### config.mk
export PLATFORM = sky130hd
export DESIGN_NAME = ser_host_rx
export DESIGN_NICKNAME = d
export VERILOG_FILES = /design/src/rtl/ser_host_rx_pkg.sv /design/src/rtl/ser_host_rx_sync.sv /design/src/rtl/ser_host_rx_framer.sv /design/src/rtl/ser_host_rx_padctl.sv /design/src/rtl/ser_host_rx.sv
export SDC_FILE = /design/constraint.sdc
export NUM_CORES = 1
export LEC_CHECK = 0
export CAP_MARGIN = 20
export CORE_ASPECT_RATIO = 1.1
export CORE_MARGIN = 5
export CORE_UTILIZATION = 50
export DETAILED_ROUTE_END_ITERATION = 8
export DONT_BUFFER_PORTS = 1
export GPL_TIMING_DRIVEN = 0
export PLACE_DENSITY = 0.66
export RECOVER_POWER = 50
export SLEW_MARGIN = 20
export SYNTH_ARGS = -nofsm -noshare
export SYNTH_HDL_FRONTEND = slang
export SYNTH_HIERARCHICAL = 1
export SYNTH_SLANG_ARGS = --single-unit
### constraint.sdc
create_clock -name clk -period 1.45 [get_ports clk]
set_input_delay 0.145 -clock clk [delete_from_list [all_inputs] [get_ports clk]]
set_output_delay 0.145 -clock clk [all_outputs]
set_load 0.05 [all_outputs]
### src/rtl/ser_host_rx_pkg.sv
package ser_host_rx_pkg;
   // Bundle of raw host-side inputs passed through one synchronizer.
   typedef struct packed {
      logic a0;
      logic cs1_n;
      logic cs2;
      logic par_sel;
      logic sdata;
      logic sclk;
   } host_in_t;

   localparam int HOST_IN_W = $bits(host_in_t);
endpackage

### src/rtl/ser_host_rx_sync.sv
module ser_host_rx_sync #(
   parameter int W      = 6,
   parameter int STAGES = 2
) (
   input  logic         clk,
   input  logic         rst_n,
   input  logic [W-1:0] d,
   output logic [W-1:0] q
);
   logic [W-1:0] stg [STAGES];

   generate
      for (genvar i = 0; i < STAGES; i++) begin : g_stage
         if (i == 0) begin : g_first
            always_ff @(posedge clk or negedge rst_n) begin
               if (!rst_n) stg[0] <= '0;
               else        stg[0] <= d;
            end
         end else begin : g_next
            always_ff @(posedge clk or negedge rst_n) begin
               if (!rst_n) stg[i] <= '0;
               else        stg[i] <= stg[i-1];
            end
         end
      end
   endgenerate

   assign q = stg[STAGES-1];
endmodule

### src/rtl/ser_host_rx_framer.sv
module ser_host_rx_framer #(
   parameter int BYTE_W = 8
) (
   input  logic              clk,
   input  logic              rst_n,
   input  logic              sel,
   input  logic              sclk,
   input  logic              sdata,
   input  logic              a0,
   output logic [BYTE_W-1:0] rx_byte,
   output logic              rx_is_data,
   output logic              rx_valid
);
   localparam int CW = (BYTE_W > 1) ? $clog2(BYTE_W) : 1;
   localparam logic [CW-1:0] LAST = CW'(BYTE_W - 1);

   logic              sclk_d;
   logic              rise;
   logic [CW-1:0]     cnt;
   logic [BYTE_W-1:0] shreg;
   logic [BYTE_W-1:0] next_sh;

   assign rise    = sclk & ~sclk_d;
   assign next_sh = {shreg[BYTE_W-2:0], sdata};

   always_ff @(posedge clk or negedge rst_n) begin
      if (!rst_n) begin
         sclk_d     <= 1'b0;
         cnt        <= '0;
         shreg      <= '0;
         rx_byte    <= '0;
         rx_is_data <= 1'b0;
         rx_valid   <= 1'b0;
      end else begin
         sclk_d   <= sclk;
         rx_valid <= 1'b0;
         if (!sel) begin
            cnt <= '0;
         end else if (rise) begin
            shreg <= next_sh;
            if (cnt == LAST) begin
               cnt        <= '0;
               rx_byte    <= next_sh;
               rx_is_data <= a0;
               rx_valid   <= 1'b1;
            end else begin
               cnt <= cnt + CW'(1);
            end
         end
      end
   end

   // the strobe never lasts two cycles
   a_r3_single_pulse: assert property (@(posedge clk) disable iff (!rst_n)
      rx_valid |=> !rx_valid);
   // a strobe requires a selected serial interface one cycle earlier
   a_r5_needs_select: assert property (@(posedge clk) disable iff (!rst_n)
      rx_valid |-> $past(sel));
   // deselect leaves the bit count at zero
   a_r6_clear_on_deselect: assert property (@(posedge clk) disable iff (!rst_n)
      !sel |=> cnt == '0);
   // each qualified edge before the last bit advances the count by one
   a_r2_count_step: assert property (@(posedge clk) disable iff (!rst_n)
      (sel && rise && cnt != LAST) |=> cnt == $past(cnt) + CW'(1));
endmodule

### src/rtl/ser_host_rx_padctl.sv
module ser_host_rx_padctl #(
   parameter int BUS_W = 8
) (
   input  logic             par_sel,
   input  logic             cs1_n,
   input  logic             cs2,
   input  logic [BUS_W-1:0] par_rd_oe,
   output logic [BUS_W-1:0] pin_oe
);
   logic chip_on;
   assign chip_on = ~cs1_n & cs2;

   always_comb begin
      pin_oe = '0;
      if (par_sel && chip_on) pin_oe = par_rd_oe;
   end

   // serial mode never drives a pad
   always_comb begin
      if (!par_sel) a_r7_pads_float: assert (pin_oe == '0);
   end
endmodule

### src/rtl/ser_host_rx.sv
module ser_host_rx
   import ser_host_rx_pkg::*;
#(
   parameter int BUS_W       = 8,
   parameter int BYTE_W      = 8,
   parameter int SDATA_LANE  = 7,
   parameter int SCLK_LANE   = 6,
   parameter int SYNC_STAGES = 2
) (
   input  logic              clk,
   input  logic              rst_n,
   input  logic              bus_par_sel,
   input  logic              bus_cs1_n,
   input  logic              bus_cs2,
   input  logic              bus_a0,
   input  logic [BUS_W-1:0]  bus_pins,
   input  logic [BUS_W-1:0]  par_rd_oe,
   output logic [BUS_W-1:0]  pin_oe,
   output logic [BYTE_W-1:0] rx_byte,
   output logic              rx_is_data,
   output logic              rx_valid
);
   generate
      if (SYNC_STAGES < 2) begin : g_bad_sync
         $error("SYNC_STAGES must be at least 2");
      end
      if (SDATA_LANE == SCLK_LANE) begin : g_bad_lane
         $error("data and clock lanes must differ");
      end
      if (SDATA_LANE >= BUS_W || SCLK_LANE >= BUS_W) begin : g_bad_range
         $error("serial lanes must lie inside the pin bus");
      end
      if (BYTE_W < 2) begin : g_bad_byte
         $error("BYTE_W must be at least 2");
      end
   endgenerate

   host_in_t raw_in, syn_in;
   logic     sel;
   logic     pins_unused;

   assign pins_unused = ^bus_pins;

   assign raw_in = '{a0:      bus_a0,
                     cs1_n:   bus_cs1_n,
                     cs2:     bus_cs2,
                     par_sel: bus_par_sel,
                     sdata:   bus_pins[SDATA_LANE],
                     sclk:    bus_pins[SCLK_LANE]};

   ser_host_rx_sync #(.W(HOST_IN_W), .STAGES(SYNC_STAGES)) u_sync (
      .clk   (clk),
      .rst_n (rst_n),
      .d     (raw_in),
      .q     (syn_in)
   );

   assign sel = ~syn_in.par_sel & ~syn_in.cs1_n & syn_in.cs2;

   ser_host_rx_framer #(.BYTE_W(BYTE_W)) u_framer (
      .clk        (clk),
      .rst_n      (rst_n),
      .sel        (sel),
      .sclk       (syn_in.sclk),
      .sdata      (syn_in.sdata),
      .a0         (syn_in.a0),
      .rx_byte    (rx_byte),
      .rx_is_data (rx_is_data),
      .rx_valid   (rx_valid)
   );

   ser_host_rx_padctl #(.BUS_W(BUS_W)) u_pad (
      .par_sel   (bus_par_sel),
      .cs1_n     (bus_cs1_n),
      .cs2       (bus_cs2),
      .par_rd_oe (par_rd_oe),
      .pin_oe    (pin_oe)
   );

   // no strobe unless the synchronized strap chose serial mode
   a_r1_serial_only: assert property (@(posedge clk) disable iff (!rst_n)
      rx_valid |-> !$past(syn_in.par_sel));
endmodule

==> results_tabular.tex <==
\begin{tabular}{lr}
\hline
Metric & Value \\
\hline
\multicolumn{2}{l}{\textbf{Drt}} \\
\quad Count of nets left with antenna violations after detail routing & 0 \\
\quad Overall routed net length & 2084 um \\
\quad Remaining DRCs & 0 \\
\quad Detail-routed net length per standard cell & 16.03 um \\
\quad First drt pass iteration count & 2 \\
\quad Number of DRC markers after the initial detailed-route iteration & 2 \\
\quad Number of vias per cell after detailed routing & 5.315 \\
\quad Overall via count from detail\_route & 691 \\
\multicolumn{2}{l}{\textbf{Worst setup path}} \\
\quad Data arrival time of the critical path & 1.63 ns \\
\quad Logic depth of the worst register-to-register path & 4 \\
\quad Slowest CP cell & sky130\_fd\_sc\_hd\_\_dfrtp\_1 \\
\quad Worst-path cell chain & ha\_2, ha\_4, nand3\_4, mux2\_2 \\
\quad Required time of the critical path & 1.67 ns \\
\quad Register-to-register setup slack & 0.04 ns \\
\quad CP bufs+invs & 0 \\
\quad Critical Path Max Stage Delay & 0.42 ns \\
\quad Startpoint type of the worst setup path & register \\
\quad R2R Path Start & u\_framer/cnt[0] \\
\quad Category of cells accounting for the largest share of critical-path delay & flip-flops \\
\quad Maximum fanout along the worst path & 5 \\
\quad Start-to-end type of the worst setup path & reg2reg \\
\quad Type of destination of the critical path & register \\
\quad Critical register-to-register path endpoint & u\_framer/rx\_byte[7] \\
\multicolumn{2}{l}{\textbf{Global route}} \\
\quad Total overflow reported by the global router & 0 \\
\quad Total global-route track usage & 0.1360 \\
\quad Layer with the highest usage & met2 \\
\quad Largest net degree at the start of global routing & 34 \\
\quad Vias in the first global route & 795 \\
\quad Met2 global-route usage & 0.2081 \\
\quad Global routing usage on met1 & 0.1434 \\
\quad GR met3 Demand/Resource & 0.07755 \\
\quad Wire length of the first global-routing pass & 3657 um \\
\quad Initial antenna violation count & 0 \\
\multicolumn{2}{l}{\textbf{Final layout}} \\
\quad Growth of design area from synthesis to finish & 17.70\% \\
\quad Layout cells sized above 1 & 0.4040 \\
\quad Util after Layout & 0.6065 \\
\quad Number of standard cells in the layout, taps in and fillers out & 130 \\
\quad Antenna Diode Count & 0 \\
\quad Count of nets after finishing & 122 \\
\multicolumn{2}{l}{\textbf{Job}} \\
\quad Max Cap Violations & 0 \\
\multicolumn{2}{l}{\textbf{Yosys}} \\
\quad Synthesis Warnings & 6 \\
\quad Post-synthesis average cell area & 15.88 um2 \\
\quad Flop and latch count out of synthesis & 33 \\
\quad Fraction of synthesized cell area taken by the top area cell type & 0.6420 \\
\quad Post-Syn Area & 1286 um2 \\
\quad Cell type with the highest aggregate area in the netlist & sky130\_fd\_sc\_hd\_\_dfrtp\_1 \\
\quad Top cells by area, synth & sky130\_fd\_sc\_hd\_\_dfrtp\_1, sky130\_fd\_sc\_hd\_\_mux2\_2, sky130\_fd\_sc\_hd\_\_and4b\_1 \\
\quad Sequential cell area fraction in the yosys report & 0.6420 \\
\quad Syn nets & 105 \\
\quad Gate count of the mapped netlist & 81 \\
\quad Number of distinct library cell variants in the gate-level netlist after synthesis & 18 \\
\multicolumn{2}{l}{\textbf{Floorplan}} \\
\quad Die extent in y & 63.20 um \\
\quad Die Footprint & 3688 um2 \\
\quad I/O pin count & 40 \\
\quad Starting utilization of the core area & 0.5153 \\
\quad Core box area & 2496 um2 \\
\quad Die Span X & 58.36 um \\
\quad Row count & 19 \\
\multicolumn{2}{l}{\textbf{Timing}} \\
\quad Period utilisation layout & 0.9714 \\
\quad Setup-violating endpoint count in the final report & 0 \\
\quad Measured slew at the worst slew-check pin & 0.7727 ns \\
\quad Hold Violations, Final & 0 \\
\quad Highest achievable clock rate & 710.0 MHz \\
\quad Max\_slew headroom & 0.4848 \\
\quad Crit path time final & 1.408 ns \\
\quad Worst hold margin & 0.3532 ns \\
\quad Final worst slack & 0.04153 ns \\
\quad Clock Skew & 0.01499 ns \\
\quad Count of final max-slew check failures & 0 \\
\multicolumn{2}{l}{\textbf{Place}} \\
\quad \# port buffers & 0 \\
\quad Final estimated routing congestion in global placement & 0.6665 \\
\quad Cell Count Post-Placement & 112 \\
\quad Final HPWL from detailed placement & 1346 um \\
\quad Worst setup timing slack at the placement stage & -0.1487 ns \\
\multicolumn{2}{l}{\textbf{Power}} \\
\quad Share of total power consumed by net switching & 0.2438 \\
\quad Combinational fraction of design power & 0.077 \\
\quad Psw & 387.7 uW \\
\quad Final Total Pwr & 1.591 mW \\
\quad Clock power share & 0.305 \\
\quad Flop pwr share & 0.618 \\
\quad Ratio of total power to cell area & 1051 nW/um2 \\
\quad Cell Int Power & 1.203 mW \\
\quad Maximum vdd ir drop & 668.6 uV \\
\quad P\_leak & 0.7479 nW \\
\multicolumn{2}{l}{\textbf{Clocking}} \\
\quad Root buf cell & sky130\_fd\_sc\_hd\_\_clkbuf\_4 \\
\quad Clock Sink Count & 33 \\
\quad Number of clock buffers inserted by TritonCTS & 5 \\
\quad Clk Latency, worst-skew pair & 0.33 ns \\
\quad H-tree depth reported by CTS & 2 \\
\quad Post-CTS clock slew at the launch and capture registers of the worst setup and hold paths & 0.11 ns \\
\quad Maximum buffer depth of the clock tree & 2 \\
\quad TritonCTS clock tree & built \\
\multicolumn{2}{l}{\textbf{Outcome}} \\
\quad Run status & complete, no violations \\
\multicolumn{2}{l}{\textbf{Worst hold path}} \\
\quad Endpoint of the worst hold path & u\_sync/q[3] \\
\quad Start point of the worst min-delay path & u\_sync/stg[9] \\
\quad Hold path cells & 0 \\
\quad Worst min-delay path category & reg2reg \\
\hline
\end{tabular}
## power groups by stage
stage	Clock [mW]	Sequential (mW)	Combinational (mW)
after floorplan	0	0.994	0.0778
after global placement	0	0.999	0.0823
after detailed placement	0	1.00	0.0838
after CTS	0.511	0.983	0.129
after global routing	0.565	0.989	0.134
final	0.485	0.983	0.122
## area by class of cell
type | instances | area [um2]
Multi-Input combinational cell | 41 | 444.2
Timing Repair Buffer | 10 | 93.84
Clock buffer | 5 | 37.54
Clock inverter | 3 | 17.52
Sequential cell | 33 | 825.8
Tap cell | 31 | 38.79
Inverter | 1 | 3.754
Fill cell | 191 | 982.2
Buffer | 6 | 52.55
## per-stage QoR
step                      area [um2]  TNS [ns]
after floorplan                 1286         0
after global placement          1325    -1.487
after detailed placement        1325    -1.788
after CTS                       1496         0
after global routing            1514  -0.01987
final                           1514         0
## placed cells by master, fill, tap and decap left out, types with 2 or more instances in the layout
| cell | n |
|---|---|
| sky130_fd_sc_hd__buf_6 | 3 |
| sky130_fd_sc_hd__mux2_4 | 2 |
| sky130_fd_sc_hd__clkinv_2 | 2 |
| sky130_fd_sc_hd__buf_4 | 5 |
| sky130_fd_sc_hd__dlygate4sd3_1 | 7 |
| sky130_fd_sc_hd__and4b_1 | 8 |
| sky130_fd_sc_hd__nand3_4 | 2 |
| sky130_fd_sc_hd__a21boi_0 | 2 |
| sky130_fd_sc_hd__mux2_2 | 14 |
| sky130_fd_sc_hd__dfrtp_1 | 33 |
| sky130_fd_sc_hd__nand2_1 | 4 |
| sky130_fd_sc_hd__clkbuf_4 | 5 |
## synth_stat cells
library cell	number
sky130_fd_sc_hd__a21boi_0	2
sky130_fd_sc_hd__nor2b_4	1
sky130_fd_sc_hd__and4b_1	8
sky130_fd_sc_hd__buf_4	6
sky130_fd_sc_hd__mux2_2	14
sky130_fd_sc_hd__dfrtp_1	33
sky130_fd_sc_hd__mux2i_1	1
sky130_fd_sc_hd__buf_6	1
sky130_fd_sc_hd__nor3b_2	1
sky130_fd_sc_hd__nand2_1	4
sky130_fd_sc_hd__nor2_1	1
sky130_fd_sc_hd__or2b_1	1
sky130_fd_sc_hd__ha_1	2
sky130_fd_sc_hd__nor2b_1	1
sky130_fd_sc_hd__mux2_4	2
sky130_fd_sc_hd__nand3_4	1
sky130_fd_sc_hd__inv_1	1
sky130_fd_sc_hd__nand2_2	1
## how the worst max path moves through the flow
stage                     from             endpoint  slack (ns)  depth (start not counted)
2_1_floorplan      u_sync/q[4]  u_framer/rx_byte[0]        0.02                          4
3_3_place_gp       u_sync/q[4]  u_framer/rx_byte[1]       -0.13                          4
3_5_place_dp       u_sync/q[4]  u_framer/rx_byte[0]       -0.15                          4
4_1_cts        u_framer/cnt[0]  u_framer/rx_byte[7]       0.008                          4
5_1_grt        u_framer/cnt[0]  u_framer/rx_byte[7]       -0.01                          4
6_report       u_framer/cnt[0]  u_framer/rx_byte[7]        0.04                          4
## cells by family after synthesis
| logic type | count (synthesis) | share of synthesized area |
|---|---|---|
| AOI/OAI and AO/OA | 2 | 0.01167 |
| adders and majority gates | 2 | 0.01945 |
| buffers and inverters | 8 | 0.04669 |
| DFF | 33 | 0.6420 |
| muxes | 17 | 0.1537 |
| and+or+nand+nor | 19 | 0.1265 |
## metal layers
layer | wire length, um | up-vias
met3 | 198 | 5
li1 | - | 318
met4 | 54 | 0
met5 | 0 | -
met1 | 822 | 334
met2 | 1009 | 34
## sequential cells by signal, indices dropped and copies added (netlist names)
name and cells:
u_framer/cnt 3, u_framer/rx_byte 8, u_framer/rx_is_data 1, u_framer/rx_valid 1
u_framer/sclk_d 1, u_framer/shreg 7, u_sync/q 6, u_sync/stg 6
## timing repair
item | 4_1_cts | 5_1_grt
hold endpoints to repair | 39 | 0
setup buffers | 1 | 1
pin swaps | 0 | 2
setup endpoints to repair | 16 | 12
gates resized for setup | 2 | 6
cloned | 1 | 0
hold buffers | 8 | 0
Note: power is estimated with default switching activity, not from simulation.
